[config.mk]
export PLATFORM = sky130hd
export DESIGN_NAME = pin_edge_extract
export DESIGN_NICKNAME = d
export VERILOG_FILES = /design/src/rtl/pin_edge_pkg.sv /design/src/rtl/pin_edge_qual.sv /design/src/rtl/pin_lsb_pick.sv /design/src/rtl/pin_edge_extract.sv
export SDC_FILE = /design/constraint.sdc
export NUM_CORES = 1
export LEC_CHECK = 0
export ABC_AREA = 1
export BUFFER_PORTS_ARGS = -buffer_cell sky130_fd_sc_hd__clkbuf_2
export CAP_MARGIN = 10
export CORE_UTILIZATION = 35
export DETAILED_ROUTE_END_ITERATION = 8
export PLACE_DENSITY = 0.54
export SYNTH_ARGS = -nofsm -noshare
export SYNTH_HDL_FRONTEND = slang
export SYNTH_HIERARCHICAL = 1
export SYNTH_SLANG_ARGS = --single-unit
[constraint.sdc]
create_clock -name clk -period 2.7 [get_ports clk]
set_clock_uncertainty 0.05 [all_clocks]
set_input_delay 0.54 -clock clk [delete_from_list [all_inputs] [get_ports clk]]
set_output_delay 0.54 -clock clk [all_outputs]
set_load 0.01 [all_outputs]
[src/rtl/pin_edge_pkg.sv]
package pin_edge_pkg;

    typedef enum logic [1:0] {
        OP_TRIG = 2'b00,
        OP_EN   = 2'b01,
        OP_DIS  = 2'b10,
        OP_RSVD = 2'b11
    } cfg_op_e;

    localparam logic [2:0] TRIG_RISE = 3'b001;
    localparam logic [2:0] TRIG_FALL = 3'b010;
    localparam logic [2:0] TRIG_BOTH = 3'b011;

endpackage

[src/rtl/pin_edge_qual.sv]
module pin_edge_qual #(
    parameter int W = 8
) (
    input  logic [W-1:0] cur,
    input  logic [W-1:0] snap,
    input  logic [W-1:0] en,
    input  logic [W-1:0] rise,
    input  logic [W-1:0] fall,
    output logic [W-1:0] ev
);
    for (genvar i = 0; i < W; i++) begin : g_bit
        logic up_w, dn_w;
        assign up_w  = cur[i] & ~snap[i] & rise[i];
        assign dn_w  = ~cur[i] & snap[i] & fall[i];
        assign ev[i] = en[i] & (up_w | dn_w);
    end
endmodule

[src/rtl/pin_lsb_pick.sv]
module pin_lsb_pick #(
    parameter int W  = 8,
    parameter int IW = 3
) (
    input  logic [W-1:0]  vec,
    output logic [IW-1:0] idx
);
    always_comb begin
        idx = '0;
        for (int i = W - 1; i >= 0; i--) begin
            if (vec[i]) idx = IW'(i);
        end
    end
endmodule

[src/rtl/pin_edge_extract.sv]
module pin_edge_extract
    import pin_edge_pkg::*;
#(
    parameter int CH0_W = 8,
    parameter int CH1_W = 6,
    localparam int TOTAL = CH0_W + CH1_W,
    localparam int PW = $clog2(TOTAL)
) (
    input  logic             clk,
    input  logic             rst_n,
    input  logic             cfg_valid,
    input  logic [1:0]       cfg_op,
    input  logic [PW-1:0]    cfg_pin,
    input  logic [2:0]       cfg_trig,
    output logic             cfg_err,
    input  logic [CH0_W-1:0] ch0_data,
    input  logic [CH1_W-1:0] ch1_data,
    input  logic [1:0]       ch_stat,
    output logic [1:0]       ch_ien,
    output logic [1:0]       stat_clr,
    output logic             ev_valid,
    input  logic             ev_ready,
    output logic [PW-1:0]    ev_pin
);
    localparam logic [TOTAL-1:0] M0 = {{CH1_W{1'b0}}, {CH0_W{1'b1}}};
    localparam logic [TOTAL-1:0] M1 = ~M0;

    typedef struct packed {
        logic [TOTAL-1:0] en;
        logic [TOTAL-1:0] rise;
        logic [TOTAL-1:0] fall;
        logic [TOTAL-1:0] snap;
        logic [TOTAL-1:0] evq;
        logic [1:0]       pend;
        logic [1:0]       ien;
        logic [1:0]       sclr;
        logic             err;
    } st_t;

    st_t q, d;

    logic [TOTAL-1:0] data_w, evt_w, pin_bit_w, pin_m_w, eval_m_w;
    logic             pin_ok_w, pin_ch_w, eval_go_w, eval_ch_w;

    assign data_w = {ch1_data, ch0_data};

    pin_edge_qual #(.W(TOTAL)) u_qual (
        .cur (data_w),
        .snap(q.snap),
        .en  (q.en),
        .rise(q.rise),
        .fall(q.fall),
        .ev  (evt_w)
    );

    pin_lsb_pick #(.W(TOTAL), .IW(PW)) u_pick (
        .vec(q.evq),
        .idx(ev_pin)
    );

    assign ev_valid = |q.evq;
    assign ch_ien   = q.ien;
    assign stat_clr = q.sclr;
    assign cfg_err  = q.err;

    always_comb begin
        pin_ok_w  = 32'(cfg_pin) < TOTAL;
        pin_ch_w  = 32'(cfg_pin) >= CH0_W;
        pin_bit_w = {{(TOTAL-1){1'b0}}, 1'b1} << cfg_pin;
        pin_m_w   = pin_ch_w ? M1 : M0;
        eval_go_w = (q.evq == '0) && (q.pend != 2'b00);
        eval_ch_w = ~q.pend[0];
        eval_m_w  = eval_ch_w ? M1 : M0;

        d      = q;
        d.sclr = 2'b00;
        d.err  = 1'b0;

        // consume the lowest pending event
        if (ev_valid && ev_ready) begin
            d.evq = q.evq & (q.evq - 1'b1);
        end

        // evaluate one pending channel once the queue is empty
        if (eval_go_w) begin
            d.evq  = evt_w & eval_m_w;
            d.snap = (q.snap & ~eval_m_w) | (data_w & eval_m_w);
            d.pend[eval_ch_w] = 1'b0;
        end

        d.pend = d.pend | (ch_stat & q.ien);

        if (cfg_valid) begin
            if (!pin_ok_w) begin
                d.err = 1'b1;
            end else begin
                case (cfg_op_e'(cfg_op))
                    OP_TRIG: begin
                        case (cfg_trig)
                            TRIG_RISE: begin
                                d.rise = q.rise | pin_bit_w;
                                d.fall = q.fall & ~pin_bit_w;
                            end
                            TRIG_FALL: begin
                                d.rise = q.rise & ~pin_bit_w;
                                d.fall = q.fall | pin_bit_w;
                            end
                            TRIG_BOTH: begin
                                d.rise = q.rise | pin_bit_w;
                                d.fall = q.fall | pin_bit_w;
                            end
                            default: d.err = 1'b1;
                        endcase
                    end
                    OP_EN: begin
                        if (!q.ien[pin_ch_w]) begin
                            d.sclr[pin_ch_w] = 1'b1;
                            d.pend[pin_ch_w] = 1'b0;
                            d.snap = (d.snap & ~pin_m_w) | (data_w & pin_m_w);
                            d.ien[pin_ch_w]  = 1'b1;
                        end
                        d.en = q.en | pin_bit_w;
                    end
                    OP_DIS: begin
                        d.en = q.en & ~pin_bit_w;
                        if ((q.en & ~pin_bit_w & pin_m_w) == '0) begin
                            d.ien[pin_ch_w] = 1'b0;
                        end
                    end
                    default: d.err = 1'b1;
                endcase
            end
        end
    end

    always_ff @(posedge clk) begin
        if (!rst_n) q <= '0;
        else        q <= d;
    end

    AST_EV_HOLD: assert property (@(posedge clk) disable iff (!rst_n)
        ev_valid && !ev_ready |=> ev_valid && $stable(ev_pin));
    AST_PIN_RANGE: assert property (@(posedge clk) disable iff (!rst_n)
        ev_valid |-> 32'(ev_pin) < TOTAL);
    AST_ONE_CHANNEL: assert property (@(posedge clk) disable iff (!rst_n)
        !((|(q.evq & M0)) && (|(q.evq & M1))));
    AST_IEN0_TRACKS: assert property (@(posedge clk) disable iff (!rst_n)
        ch_ien[0] == |(q.en & M0));
    AST_IEN1_TRACKS: assert property (@(posedge clk) disable iff (!rst_n)
        ch_ien[1] == |(q.en & M1));
    AST_CLR0_ON_ARM: assert property (@(posedge clk) disable iff (!rst_n)
        stat_clr[0] |-> $rose(ch_ien[0]));
    AST_CLR1_ON_ARM: assert property (@(posedge clk) disable iff (!rst_n)
        stat_clr[1] |-> $rose(ch_ien[1]));
    AST_ERR_AFTER_CMD: assert property (@(posedge clk) disable iff (!rst_n)
        cfg_err |-> $past(cfg_valid));
    AST_IGNORE_IDLE: assert property (@(posedge clk) disable iff (!rst_n)
        ch_stat[1] && !ch_ien[1] && q.pend[1] == 1'b0 && !(cfg_valid && cfg_op == 2'b01)
        |=> !q.pend[1]);
endmodule

==> results.md, run 1 <==
- Outcome: finished clean
- # nets final: 697
- Synth top area cells: dfxtp_1 (37%), nand2_1 (13%), nor2_1 (8.9%), a21oi_1 (8.5%), inv_1 (7.1%)
- Crit path DAT: 1.59 ns
- Die Y: 110.7 µm
- Slew @ Worst Pin: 0.5145 ns
- Fillers: 1,238
- Mapped Area: 4133 µm²
- Hold Buf Count CTS: 0
- Final Power: 2.581 mW
- I/O Buffers: 38
- Hold path depth: 3
- Number of cells on the worst reg-to-reg path: 8
- Most used cell, CP: nand2_1
- Final min period: 2.185 ns
- Largest stage delay, worst path: 0.46 ns
- Max Cap Viol: 0
- CP Cell Sequence: inv_1, nand2_1, nand2_1, nand2_1, nand2_1, nand2_1, nand2_1, nand2_1, nand2_1, nand2_1, nand2_1, nand2_1, a21oi_2, clkbuf_2
- HP Class: primary input to flop
- Drt drc: 0
- Crit Path Max Fanout: 6
- Rows: 39
- IO Count: 39
- Final GP Congestion: 0.8597
- CTS tree: yes
- Slowest CP cell: dfxtp_1
- Vias in the first global route: 3,658
- Power density over the cells: 547.4 nW/µm²
- Placed Instances: 797
- Worst-path clk slew: 0.06 ns
- Largest net degree at the start of global routing: 28
- Commonest non-fill, non-tap cell in the layout: nand2_1
- CTS buffer count: 9
- Largest area contributor in the netlist: dfxtp_1
- Crit path max-delay family: simple AND/OR/NAND/NOR gates
- Via count: 3,930
- Tcrit/Tclk final: 80.92%
- Core region area: 11,470 µm²
- Starting Density: 36.04%
- Seq cells post-synth: 77
- Slew Limit Headroom: 65.69%
- Critical Path Start Type: flop
- Critical path depth: 14
- Fraction of layout cells with a size suffix above 1: 13.92%
- Hold WS: 0.4079 ns
- # setup viols final: 0
- Mean Syn Cell Area: 6.539 µm²
- Post-detail-place hpwl: 8146 µm
- Yosys top cell area share: 37.30%
- Multi-input gate area: 2151 µm²
- Gr usage total: 18.81%
- Finished Cell Area: 4715 µm²
- Crit end category: output pin
- Worst Path Buf+Inv: 2
- First-pass GRT wire length: 18,260 µm
- Post-route ant nets: 0
- Initial antenna violation count: 0
- WL final: 10,950 µm
- Sum of negative setup slack: 0 ns
- Post-CTS Resized: 0
- Final Hold Viols: 0
- GR Overflow Total: 0
- Later-pin clock latency in the skew report: 0.34 ns
- Die Area: 12,250 µm²
- Width of the die: 110.7 µm
- Max frequency: 457.7 MHz
- Slew Viols, Final: 0
- Post CTS Setup Buffer Count: 0
- VDD IR-drop max: 0.0002781 V
- CTS root buf: clkbuf_16
- Pleak: 2.061 nW
- Required time of the worst setup path: 2.11 ns
- CTS Buffer Depth: 2
- Most frequent cells in the layout: nand2_1 (143), nor2_1 (98), inv_1 (78)
- Total number of yosys warnings: 6
- Area delta synth->final: 14.08%
- Number of diodes: 0
- Pre-Repair DR Iteration Count: 4
- Non-filler cells, final: 811
- Crit path kind: flop to output pin
- Synth cell types: 36
- Wire length per cell: 13.50 µm
- Syn Inst Count: 632
- Register area share after synthesis: 37.30%
- Post-DP Area: 4433 µm²
- RSZ-0062 raised after global routing: false
- Average vias per placed instance: 4.846
- Clk sinks: 77
- 1st-iter DRT viols: 190
- Sequential cell area: 1541 µm²
- H-Tree Level Count: 3
- Syn Nets: 664
per-stage QoR:
| step | worst slack [ns] | util [%] |
|---|---|---|
| 4_1_cts | 0.4827 | 41.11 |
| 5_1_grt | 0.3427 | 41.11 |
| 3_5_place_dp | 0.5203 | 38.66 |
| 6_report | 0.5150 | 41.11 |
| 3_3_place_gp | 0.6157 | 38.66 |
| 2_1_floorplan | 1.062 | - |
worst register-to-register path, stage by stage, from the launching register on:
cell and delay [ns]:
dfxtp_1 0.35, nor2_2 0.15, nand2_1 0.11, nor3_4 0.23, nand3_2 0.13, o21ai_2 0.44, nand2_1 0.10, nand2_1 0.08
nor2_1 0.04
power by group:
| part | internal, mW | total [mW] | switching (mW) |
|---|---|---|---|
| logic | 0.0692 | 0.212 | 0.143 |
| clock network | 0.730 | 1.20 | 0.469 |
| registers | 1.15 | 1.17 | 0.0147 |
layer usage:
layer / global-route usage [%] / up-vias / part of all wire [%]
met4: 8.622 / 0 / 2.1
met1: 25.15 / 1763 / 49
met3: 3.609 / 13 / 3.9
li1: - / 2078 / -
met5: 0 / - / 0
met2: 29.28 / 76 / 45
logic make-up (layout without fill, tap and decap cells):
logic type	after synthesis	count (layout)	share of synthesized area, %
compound gates	135	135	16.92
flops	77	77	37.30
buf+inv	107	143	10.66
simple gates	310	310	34.21
fa+ha+maj	3	3	0.9084
cells in the mapped netlist (all sizes together):
cell type,number
nand2,148
nor2,114
inv,82
dfxtp,77
a21oi,71
o21ai,57
nand3,26
buf,12
clkbuf,12
nor3,10
nand4,5
a211oi,4
ha,3
nor4,3
a22oi,2
or2,2
a31oi,1
clkinv,1
nand3b,1
nor3b,1
layout make-up:
type / instances / area share [%]
Tap cell: 143 / 3.795
Timing Repair Buffer: 46 / 5.308
Multi-Input combinational cell: 448 / 45.62
Clock buffer: 12 / 5.228
Sequential cell: 77 / 32.70
Clock inverter: 2 / 0.7431
Inverter: 83 / 6.608
path summary, 6_finish.rpt:
check,startpoint,endpoint,slack (ns)
max,q[19],ev_pin[0],0.52
min,ch0_data[1],q[22],0.41
max reg2reg,q[15],q[34],0.91
min reg2reg,q[40],q[40],0.41
No activity file was read; power rests on OpenSTA's default activity.
==> inputs of run 2 (changes only) <==
--- a/config.mk
+++ b/config.mk
@@ -10,7 +10,7 @@
 export CAP_MARGIN = 10
 export CORE_UTILIZATION = 35
 export DETAILED_ROUTE_END_ITERATION = 8
-export PLACE_DENSITY = 0.54
+export PLACE_DENSITY = 0.56
 export SYNTH_ARGS = -nofsm -noshare
 export SYNTH_HDL_FRONTEND = slang
 export SYNTH_HIERARCHICAL = 1
==> constraint.sdc (replaced) <==
create_clock -name clk -period 1.8 [get_ports clk]
set_clock_uncertainty 0.05 [all_clocks]
set_input_delay 0.36 -clock clk [delete_from_list [all_inputs] [get_ports clk]]
set_output_delay 0.36 -clock clk [all_outputs]
set_load 0.01 [all_outputs]
==> results.md, run 2 (synthesis gave the netlist of run 1 again) <==
- Most frequent cells in the layout: nand2_1 (140), nor2_1 (95), inv_1 (77)
- Area delta synth->final: 23.46%
- Hold path endpoint: q[25]
- Slew Limit Headroom: 78.80% (+13 points)
- Hold path depth: 3 (unchanged)
- Pre-CTS setup slack: 0.0009521 ns (-0.5193 ns)
- Vias in the first global route: 3,834 (+4.8%)
- Average vias per placed instance: 4.817 (-0.60%)
- Required time of the worst setup path: 1.39 ns (-0.72 ns)
- IO Count: 39 (unchanged)
- Crit path kind: flop to output pin
- Via count: 4,070 (+3.6%)
- Power density over the cells: 739.7 nW/µm² (+35%)
- Number of cells on the worst reg-to-reg path: 10 (+2)
- WL final: 10,940 µm (about the same)
- Critical Path Start Type: flop
- Core region area: 11,470 µm² (unchanged)
- Crit path max-delay family: simple AND/OR/NAND/NOR gates
- Hold Buf Count CTS: 0 (unchanged)
- Width of the die: 110.7 µm (unchanged)
- Die Y: 110.7 µm (unchanged)
- Post-detail-place hpwl: 8030 µm (-1.4%)
- Critical path depth: 6 (-8)
- Outcome: finished, violations left
- # setup viols final: 5 (+5)
- CTS tree: yes
- Clk network pwr share: 44.7% (-1.8 points)
- Max Cap Viol: 0 (unchanged)
- Internal power: 2.859 mW (+46%)
- CTS root buf: clkbuf_16
- Pre-Repair DR Iteration Count: 5 (+1)
- Slew Viols, Final: 0 (unchanged)
- Final Power: 3.774 mW (+46%)
- Multi-input gate area: 2246 µm² (+4.4%)
- Crit Path Max Fanout: 5 (-1)
- Fillers: 1,167 (-5.7%)
- Switching power: 0.9152 mW (+46%)
- CP Cell Sequence: buf_4, buf_6, or2_4, nor2_1, nor3b_2, buf_2
- RSZ-0062 raised after global routing: true
- Die Area: 12,250 µm² (unchanged)
- Final min period: 1.890 ns
- Met3 usage in global routing: 3.116% (-0.49 points)
- Drt drc: 0 (unchanged)
- Worst-path clk slew: 0.06 ns (about the same)
- Switching fraction of total power: 24.25% (about the same)
- Wire length per cell: 12.95 µm (-4.0%)
- Worst Path Buf+Inv: 3 (+1)
- Max frequency: 529.1 MHz
- # nets final: 729 (+4.6%)
- Placed Instances: 817 (+2.5%)
- H-Tree Level Count: 3 (unchanged)
- Combinational power share: 9.1% (+0.9 points)
- Clk sinks: 77 (unchanged)
- Final WS setup: -0.09014 ns (-0.6052 ns)
- Final GP Congestion: 0.8929 (+3.9%)
- CTS Buffer Depth: 2 (unchanged)
- Worst setup path startpoint: q[19]
- I/O Buffers: 38 (unchanged)
- HP Class: primary input to flop
- CTS buffer count: 9 (unchanged)
- Rows: 39 (unchanged)
- Crit path DAT: 1.48 ns (-0.11 ns)
- Pleak: 2.259 nW (+9.6%)
- Later-pin clock latency in the skew report: 0.33 ns (about the same)
- Initial antenna violation count: 0 (unchanged)
- Largest net degree at the start of global routing: 53 (+89%)
- Busiest grt layer: met2
- Starting Density: 36.04% (unchanged)
- Post-route ant nets: 0 (unchanged)
- Sequential Power Share: 46.2% (+0.9 points)
- Sequential cell area: 1564 µm² (+1.5%)
- First-pass GRT wire length: 18,710 µm (+2.5%)
- Gr usage total: 19.08% (+0.28 points)
- VDD IR-drop max: 0.0003358 V (+21%)
- 1st-iter DRT viols: 209 (+10%)
- GR Layer Usage met2: 30.52% (+1.2 points)
- Hold Startpoint: ch0_data[4]
- Non-filler cells, final: 845 (+4.2%)
- Failing checks: setup timing
- GR Util met1: 26.03% (+0.89 points)
- Reg2reg start: q[19]
- GR Overflow Total: 0 (unchanged)
- Setup slack, reg-to-reg: 0.07 ns (-0.84 ns)
- Sum of negative setup slack: -0.3186 ns (-0.3186 ns)
- Final Hold Viols: 0 (unchanged)
- Fraction of layout cells with a size suffix above 1: 20.66% (+6.7 points)
- Crit end category: output pin
- Slew @ Worst Pin: 0.3151 ns (-0.1994 ns)
- Tcrit/Tclk final: 105.0%
- Largest stage delay, worst path: 0.34 ns (-0.12 ns)
- Reg-to-Reg End: q[27]
- Number of diodes: 0 (unchanged)
- Slowest CP cell: dfxtp_4
- Commonest non-fill, non-tap cell in the layout: nand2_1
[run 2: cell count changes in the layout (fill, tap and decap cells not counted), sizes merged]
| cell | delta |
|---|---|
| bufinv | -1 |
| buf | +36 |
| clkbuf | -1 |
[run 2: stage by stage]
| stage | instance area (µm²) | hold slack [ns] | utilization [%] |
|---|---|---|---|
| after floorplan | 4133 | 0.3893 | - |
| after global placement | 4596 | 0.4054 | 40.08 |
| after detailed placement | 4596 | 0.4027 | 40.08 |
| after CTS | 4955 | 0.2272 | 43.21 |
| after global routing | 5102 | 0.2560 | 44.50 |
| final | 5102 | 0.2289 | 44.50 |
[run 2: worst max path at each step]
| stage | end | slack (ns) |
|---|---|---|
| 6_report | ev_pin[3] | -0.09 |
| 5_1_grt | ev_pin[0] | -0.23 |
| 4_1_cts | ev_pin[0] | -0.11 |
| 3_5_place_dp | flop | 0.001 |
| 3_3_place_gp | q[44] | 0.08 |
| 2_1_floorplan | q[50] | 0.34 |
[run 2: cell type report]
class                           instances  area share (%)
Clock buffer                           15           5.248
Clock inverter                          1         0.09809
Inverter                               83           6.106
Multi-Input combinational cell        448           44.02
Sequential cell                        77           30.65
Tap cell                              143           3.507
Timing Repair Buffer                   78           10.37
[run 2: power groups by stage]
stage	clock (mW)	sequential [mW]	combinational, mW
3_3_place_gp	0	1.79	0.330
3_5_place_dp	0	1.79	0.334
5_1_grt	1.82	1.75	0.388
6_report	1.69	1.74	0.343
4_1_cts	1.73	1.75	0.336
2_1_floorplan	0	1.79	0.215
[run 2: metal layers]
metal	share of wire [%]	wire length, µm
met1	49	5387
met2	45	4974
met3	3.7	407
met4	1.6	172
met5	0	0
[run 2: worst register-to-register path, delay by kind of cell, from the launching register on]
kind                   cells  cell delay, ns
AOI/OAI and AO/OA          1            0.16
buffers and inverters      5            0.61
DFF                        1            0.34
and+or+nand+nor            4            0.47
[run 2: what timing repair did]
item                                    CTS  global route
resized for setup                        20            24
endpoints found under the setup margin    4             7
buffers inserted                          3             9
pin swaps                                 3             6
